### config.mk
export PLATFORM = sky130hd
export DESIGN_NAME = hbp_top
export DESIGN_NICKNAME = d
export VERILOG_FILES = /design/src/rtl/hbp_pkg.sv /design/src/rtl/hbp_index.sv /design/src/rtl/hbp_history.sv /design/src/rtl/hbp_table.sv /design/src/rtl/hbp_penalty.sv /design/src/rtl/hbp_top.sv
export SDC_FILE = /design/constraint.sdc
export NUM_CORES = 2
export LEC_CHECK = 0
export BUFFER_PORTS_ARGS = -buffer_cell sky130_fd_sc_hd__buf_2
export CAP_MARGIN = 30
export CORE_UTILIZATION = 25
export DETAILED_ROUTE_END_ITERATION = 10
export GPL_ROUTABILITY_DRIVEN = 0
export PLACE_DENSITY = 0.39
export SETUP_SLACK_MARGIN = 0.1
export SLEW_MARGIN = 10
export SYNTH_ARGS = -nofsm -noshare
export SYNTH_HDL_FRONTEND = slang
export SYNTH_SLANG_ARGS = --single-unit
### constraint.sdc
create_clock -name clk_i -period 2.7 [get_ports clk_i]
set_input_delay 0.135 -clock clk_i [delete_from_list [all_inputs] [get_ports clk_i]]
set_output_delay 0.135 -clock clk_i [all_outputs]
set_load 0.02 [all_outputs]
### src/rtl/hbp_pkg.sv
package hbp_pkg;
  localparam int CTR_W = 2;
  typedef logic [CTR_W-1:0] ctr_t;

  localparam ctr_t CTR_SNT = 2'd0;
  localparam ctr_t CTR_WNT = 2'd1;
  localparam ctr_t CTR_WT  = 2'd2;
  localparam ctr_t CTR_ST  = 2'd3;

  function automatic ctr_t ctr_step(ctr_t c, logic up);
    ctr_t n;
    n = c;
    if (up && c != CTR_ST) n = c + ctr_t'(1);
    else if (!up && c != CTR_SNT) n = c - ctr_t'(1);
    return n;
  endfunction

  function automatic logic ctr_taken(ctr_t c);
    return c[CTR_W-1];
  endfunction
endpackage

### src/rtl/hbp_index.sv
module hbp_index #(
  parameter int PC_W   = 32,
  parameter int IDX_W  = 8,
  parameter int PC_LSB = 2
) (
  input  logic [PC_W-1:0]  pc_i,
  input  logic [IDX_W-1:0] hist_i,
  output logic [IDX_W-1:0] idx_o
);
  localparam int PC_TOP = PC_LSB + IDX_W;

  // bits outside the hashed window do not contribute
  logic unused_pc_bits;
  assign unused_pc_bits = ^{pc_i[PC_W-1:PC_TOP], pc_i[PC_LSB-1:0]};

  assign idx_o = pc_i[PC_TOP-1:PC_LSB] ^ hist_i;
endmodule

### src/rtl/hbp_history.sv
module hbp_history #(
  parameter int HIST_W = 8
) (
  input  logic              clk_i,
  input  logic              rst_ni,
  input  logic              shift_i,
  input  logic              bit_i,
  output logic [HIST_W-1:0] hist_o
);
  logic [HIST_W-1:0] hist_q;

  always_ff @(posedge clk_i or negedge rst_ni) begin
    if (!rst_ni)      hist_q <= '0;
    else if (shift_i) hist_q <= {hist_q[HIST_W-2:0], bit_i};
  end

  assign hist_o = hist_q;

  a_r6_hold: assert property (@(posedge clk_i) disable iff (!rst_ni)
    !shift_i |=> $stable(hist_q));

  a_r6_newest: assert property (@(posedge clk_i) disable iff (!rst_ni)
    shift_i |=> hist_q[0] == $past(bit_i));
endmodule

### src/rtl/hbp_table.sv
module hbp_table
  import hbp_pkg::*;
#(
  parameter int IDX_W = 8
) (
  input  logic             clk_i,
  input  logic             rst_ni,
  input  logic [IDX_W-1:0] rd_idx_i,
  output logic             rd_taken_o,
  input  logic             wr_i,
  input  logic [IDX_W-1:0] wr_idx_i,
  input  logic             wr_taken_i
);
  localparam int DEPTH = 1 << IDX_W;

  ctr_t ctr_q [DEPTH];
  ctr_t wr_old;

  for (genvar e = 0; e < DEPTH; e++) begin : g_ent
    logic hit;
    assign hit = wr_i && (wr_idx_i == IDX_W'(e));
    always_ff @(posedge clk_i or negedge rst_ni) begin
      if (!rst_ni)  ctr_q[e] <= CTR_WNT;
      else if (hit) ctr_q[e] <= ctr_step(ctr_q[e], wr_taken_i);
    end
  end

  assign rd_taken_o = ctr_taken(ctr_q[rd_idx_i]);
  assign wr_old     = ctr_q[wr_idx_i];

  a_r5_sat_hi: assert property (@(posedge clk_i) disable iff (!rst_ni)
    (wr_i && wr_taken_i && wr_old == CTR_ST) |=> ctr_q[$past(wr_idx_i)] == CTR_ST);

  a_r5_sat_lo: assert property (@(posedge clk_i) disable iff (!rst_ni)
    (wr_i && !wr_taken_i && wr_old == CTR_SNT) |=> ctr_q[$past(wr_idx_i)] == CTR_SNT);

  a_r5_rise: assert property (@(posedge clk_i) disable iff (!rst_ni)
    (wr_i && wr_taken_i && wr_old != CTR_ST) |=>
      ctr_q[$past(wr_idx_i)] == ctr_t'($past(wr_old) + ctr_t'(1)));
endmodule

### src/rtl/hbp_penalty.sv
module hbp_penalty #(
  parameter int PEN_BWD = 2,
  parameter int PEN_FWD = 3,
  parameter int PEN_W   = 2
) (
  input  logic             clk_i,
  input  logic             rst_ni,
  input  logic             res_valid_i,
  input  logic             res_pred_i,
  input  logic             res_taken_i,
  input  logic             res_bwd_i,
  output logic             mispred_o,
  output logic [PEN_W-1:0] penalty_o
);
  logic             miss;
  logic [PEN_W-1:0] pen_d;

  always_comb begin
    miss  = res_valid_i && (res_pred_i != res_taken_i);
    pen_d = '0;
    if (miss) pen_d = res_bwd_i ? PEN_W'(PEN_BWD) : PEN_W'(PEN_FWD);
  end

  always_ff @(posedge clk_i or negedge rst_ni) begin
    if (!rst_ni) begin
      mispred_o <= 1'b0;
      penalty_o <= '0;
    end else begin
      mispred_o <= miss;
      penalty_o <= pen_d;
    end
  end

  a_r7_idle: assert property (@(posedge clk_i) disable iff (!rst_ni)
    !res_valid_i |=> !mispred_o && penalty_o == '0);

  a_r7_quiet: assert property (@(posedge clk_i) disable iff (!rst_ni)
    !mispred_o |-> penalty_o == '0);

  a_r7_cost: assert property (@(posedge clk_i) disable iff (!rst_ni)
    mispred_o |-> (penalty_o == PEN_W'(PEN_BWD) || penalty_o == PEN_W'(PEN_FWD)));
endmodule

### src/rtl/hbp_top.sv
module hbp_top #(
  parameter int PC_W    = 32,
  parameter int IDX_W   = 8,
  parameter int PC_LSB  = 2,
  parameter int PEN_BWD = 2,
  parameter int PEN_FWD = 3,
  parameter int PEN_W   = $clog2(((PEN_FWD > PEN_BWD) ? PEN_FWD : PEN_BWD) + 1)
) (
  input  logic             clk_i,
  input  logic             rst_ni,
  input  logic             mode_dyn_i,
  input  logic [PC_W-1:0]  pred_pc_i,
  input  logic             pred_bwd_i,
  output logic             pred_taken_o,
  output logic [IDX_W-1:0] pred_idx_o,
  input  logic             res_valid_i,
  input  logic [IDX_W-1:0] res_idx_i,
  input  logic             res_taken_i,
  input  logic             res_pred_i,
  input  logic             res_bwd_i,
  output logic             mispred_o,
  output logic [PEN_W-1:0] penalty_o
);
  localparam int HIST_W = IDX_W;

  logic [HIST_W-1:0] hist;
  logic [IDX_W-1:0]  idx;
  logic              dyn_taken;

  hbp_history #(.HIST_W(HIST_W)) u_hist (
    .clk_i   (clk_i),
    .rst_ni  (rst_ni),
    .shift_i (res_valid_i),
    .bit_i   (res_taken_i),
    .hist_o  (hist)
  );

  hbp_index #(.PC_W(PC_W), .IDX_W(IDX_W), .PC_LSB(PC_LSB)) u_idx (
    .pc_i   (pred_pc_i),
    .hist_i (hist),
    .idx_o  (idx)
  );

  hbp_table #(.IDX_W(IDX_W)) u_tab (
    .clk_i      (clk_i),
    .rst_ni     (rst_ni),
    .rd_idx_i   (idx),
    .rd_taken_o (dyn_taken),
    .wr_i       (res_valid_i),
    .wr_idx_i   (res_idx_i),
    .wr_taken_i (res_taken_i)
  );

  hbp_penalty #(.PEN_BWD(PEN_BWD), .PEN_FWD(PEN_FWD), .PEN_W(PEN_W)) u_pen (
    .clk_i       (clk_i),
    .rst_ni      (rst_ni),
    .res_valid_i (res_valid_i),
    .res_pred_i  (res_pred_i),
    .res_taken_i (res_taken_i),
    .res_bwd_i   (res_bwd_i),
    .mispred_o   (mispred_o),
    .penalty_o   (penalty_o)
  );

  // static rule: backward taken, forward not taken
  assign pred_taken_o = mode_dyn_i ? dyn_taken : pred_bwd_i;
  assign pred_idx_o   = idx;

  a_r3_static: assert property (@(posedge clk_i) disable iff (!rst_ni)
    (!mode_dyn_i && pred_bwd_i) |-> pred_taken_o);
endmodule

==> out/results.txt <==
status: complete, but fails checks
failing checks: negative setup slack
period utilization: 134%
clock tree root driver cell: clkbuf_16
num rows: 124
clock tree buffer depth: 3
R2R setup slack: 1.64 ns
synthesized area: 28,800 um^2
total power density per cell area: 586 nW/um^2
final WL: 105,000 um
Seq/Total Area, Yosys: 46.5%
Starting Density: 25.2%
CTS Buf Count: 71
Critical R2R Launch: u_hist.hist_o[3]$_DFFE_PN0P_
global-route wire length before repair: 155,000 um
slowest cell delay on critical path: 0.48 ns
Post-synth EDFFs: 0
CTS clk-pin slew, worst paths: 0.06 ns
total number of vias: 26,000
antenna-violating nets left: 0
async set or reset register ratio after synthesis: 100%
max-slew violations: 0
worst path bufs/invs: 3
die width: 341 um
# DRC: 0
critical path class: reg2out
core region area: 114,000 um^2
Max Cap Viol: 0
synth warn: 0
r2r endpoint: u_hist.hist_o[3]$_DFFE_PN0P_
overall power: 20,100 uW
maximum fanout along the worst path: 5
Worst path slowest cell: mux4_2
CTS tree: built
DIE HEIGHT: 341 um
Avg WL per Cell: 20.9 um
top_reg_cell synth: dfrtp_1
area of the multi-input gates: 14,800 um^2
1st-iter DRT viols: 2,394
Fmax achieved: 277 MHz
largest net degree at the start of global routing: 74
setup_tns: -0.916 ns
Clock Sinks: 522
count of cell types in the netlist: 49
fin worst setup slack: -0.916 ns
initial antenna violation count: 20
Syn Area/Cell: 8.67 um^2
worst endpoint data arrival time: 3.48 ns
delay-heaviest family, CP: multiplexers
Synth Register Bits: 522
WHS: 0.115 ns
Worst Skew: 0.0215 ns
worst vdd ir: 0.376 mV
register area: 13,400 um^2
Max-slew headroom: 53.7%
measured slew at the worst slew-check pin: 0.691 ns
min-delay worst type: in2async
port bufs: 35
minimum clock period: 3.62 ns
# nets final: 3,490
number of global-route vias before repair: 22,300
DIE AREA: 117,000 um^2
DR pass1 iterations: 7
insertion delay to the later sink of the worst-skew pair: 0.63 ns
Worst Reg2Reg Path Length in Cells: 2
Place WS: -0.360 ns
final hold violations: 0
Final HPWL DP: 73,500 um
Overflow after GRT: 0
filler cell count: 11,900
Vias/cell: 5.19
Syn Inst Count: 3,321
Total Routing Usage GR: 17.8%
Area Overhead vs Synth: 19.0%
RSZ-0062 raised after global routing: yes
setup violators final: 1
IO Count: 60
Worst setup EP type: primary output
Startpoint Class: flop
crit path cell chain: xnor2_4 -> buf_12 -> inv_8 -> mux4_2 -> mux4_2 -> or4_4 -> o211ai_1 -> or4_4 -> o2111ai_4 -> buf_6
Leakage Power: 0.0112 uW
required time of the critical path: 2.57 ns
layout cells sized above 1: 18.7%
syn_nets: 3,369
CTS HTree Levels: 3
==> metal layers <==
layer / global-route usage [%] / vias to the layer above / wire, um / part of all wire [%]
met2: 25.1 / 629 / 43100 / 41
met5: 0 / - / 67 / 0.064
li1: - / 12600 / - / -
met3: 3.74 / 122 / 6710 / 6.4
met4: 4.18 / 10 / 2070 / 2.0
met1: 27.2 / 12600 / 52800 / 50
==> worst max-delay path by stage <==
stage,startpoint,to,slack (ns),cells past startpoint
2_1_floorplan,u_hist.hist_o[0]$_DFFE_PN0P_,pred_taken_o,0.04,9
4_1_cts,u_hist.hist_o[0]$_DFFE_PN0P_,pred_taken_o,-0.96,10
3_3_place_gp,u_hist.hist_o[0]$_DFFE_PN0P_,pred_taken_o,-0.33,9
3_5_place_dp,u_hist.hist_o[0]$_DFFE_PN0P_,pred_taken_o,-0.36,9
6_report,u_hist.hist_o[0]$_DFFE_PN0P_,pred_taken_o,-0.92,10
5_1_grt,u_hist.hist_o[3]$_DFFE_PN0P_,pred_taken_o,-1.02,8
==> cell usage after synthesis, drive strengths merged (3+ instances only) <==
| cell | n | share of area [%] |
|---|---|---|
| nor3b | 83 | 2.2 |
| o21ai | 761 | 13 |
| dfstp | 256 | 23 |
| nand4 | 14 | 0.30 |
| inv | 11 | 0.15 |
| nand2b | 6 | 0.13 |
| a32oi | 6 | 0.18 |
| nor3 | 11 | 0.19 |
| mux2i | 9 | 0.31 |
| mux2 | 8 | 0.31 |
| nor2b | 7 | 0.15 |
| a2111oi | 3 | 0.091 |
| o22ai | 3 | 0.065 |
| xnor2 | 7 | 0.28 |
| a21oi | 505 | 8.8 |
| nand3b | 159 | 4.1 |
| nor2 | 297 | 3.9 |
| a31oi | 93 | 2.0 |
| dfrtp | 266 | 23 |
| nand3 | 41 | 0.71 |
| clkbuf | 150 | 2.0 |
| o31ai | 151 | 3.9 |
| o41ai | 3 | 0.091 |
| buf | 18 | 0.34 |
| mux4 | 57 | 4.5 |
| o211ai | 12 | 0.31 |
| nand2 | 362 | 4.7 |
==> layout by cell type, fill, tap and decap left out, types with 3 or more instances in the layout <==
master / Yosys / routed
inv_1: 9 / 9
buf_2: 9 / 33
nor2_1: 297 / 295
o31ai_1: 151 / 151
nor3_2: 0 / 3
mux2_2: 8 / 8
nor2b_1: 7 / 7
nor3_1: 11 / 8
nand3b_1: 159 / 159
o211ai_1: 12 / 12
a32oi_1: 6 / 6
dfstp_2: 256 / 256
clkinv_4: 0 / 3
nand2b_1: 6 / 6
buf_4: 3 / 148
o21ai_0: 761 / 761
o41ai_1: 3 / 3
mux4_2: 51 / 52
diode_2: 0 / 3
nor3b_1: 83 / 83
nand3_1: 41 / 41
a21oi_1: 505 / 505
o22ai_1: 3 / 3
clkbuf_1: 150 / 17
dfrtp_1: 266 / 264
nand4_1: 14 / 14
buf_12: 0 / 22
xnor2_1: 6 / 4
buf_6: 1 / 4
clkbuf_8: 0 / 18
clkinv_2: 0 / 9
mux2i_1: 9 / 9
nand2_1: 362 / 361
a31oi_1: 93 / 93
clkbuf_16: 0 / 73
mux4_1: 6 / 5
dlygate4sd3_1: 0 / 7
==> logic make-up (layout without fill, tap and decap cells) <==
group | Yosys count | count (layout) | synth area share (%)
AOI/OAI and AO/OA | 1547 | 1547 | 29.0
xor gates and xnor gates | 9 | 9 | 0.339
buffers and inverters | 181 | 353 | 2.47
DFF | 522 | 522 | 46.5
muxes | 74 | 74 | 5.16
other | 0 | 3 | 0
and+or+nand+nor | 988 | 988 | 16.6
==> final cells by class <==
cell class,count,share of cell area (%)
Antenna cell,3,0.0219
Clock buffer,108,6.24
Clock inverter,16,0.427
Inverter,13,0.186
Multi-Input combinational cell,2618,43.1
Sequential cell,522,39.0
Tap cell,1512,5.52
Timing Repair Buffer,216,5.43
==> state kept, by name (all words and copies together) (netlist names) <==
name             cells
u_tab.ctr_q        512
u_pen.penalty_o      1
u_pen.mispred_o      1
u_hist.hist_o        8
==> where the power goes <==
group / total (uW) / switching (uW) / leakage [uW] / internal (uW)
logic: 2420 / 1540 / 0.00501 / 880
clock network: 9400 / 3780 / 0.00113 / 5630
registers: 8260 / 184 / 0.00507 / 8080
total: 20100 / 5500 / 0.0112 / 14600
==> through the flow <==
step | util (%) | area [um^2] | std cells
4_1_cts | 30.0 | 34300 | 5005
5_1_grt | 30.0 | 34300 | 5006
3_3_place_gp | 27.9 | 31900 | 4873
6_report | 30.0 | 34300 | 5008
3_5_place_dp | 27.9 | 31900 | 4873
2_1_floorplan | - | 28800 | 3321
==> what timing repair did <==
action / CTS / global route
endpoints found under the setup margin: 1 / 1
resized for setup: 7 / 8
endpoints found under the hold margin: 158 / 0
hold buffers: 7 / 0
pin swaps: 3 / 3
setup buffers: 1 / 0
Power figures use the tool's default switching activity.
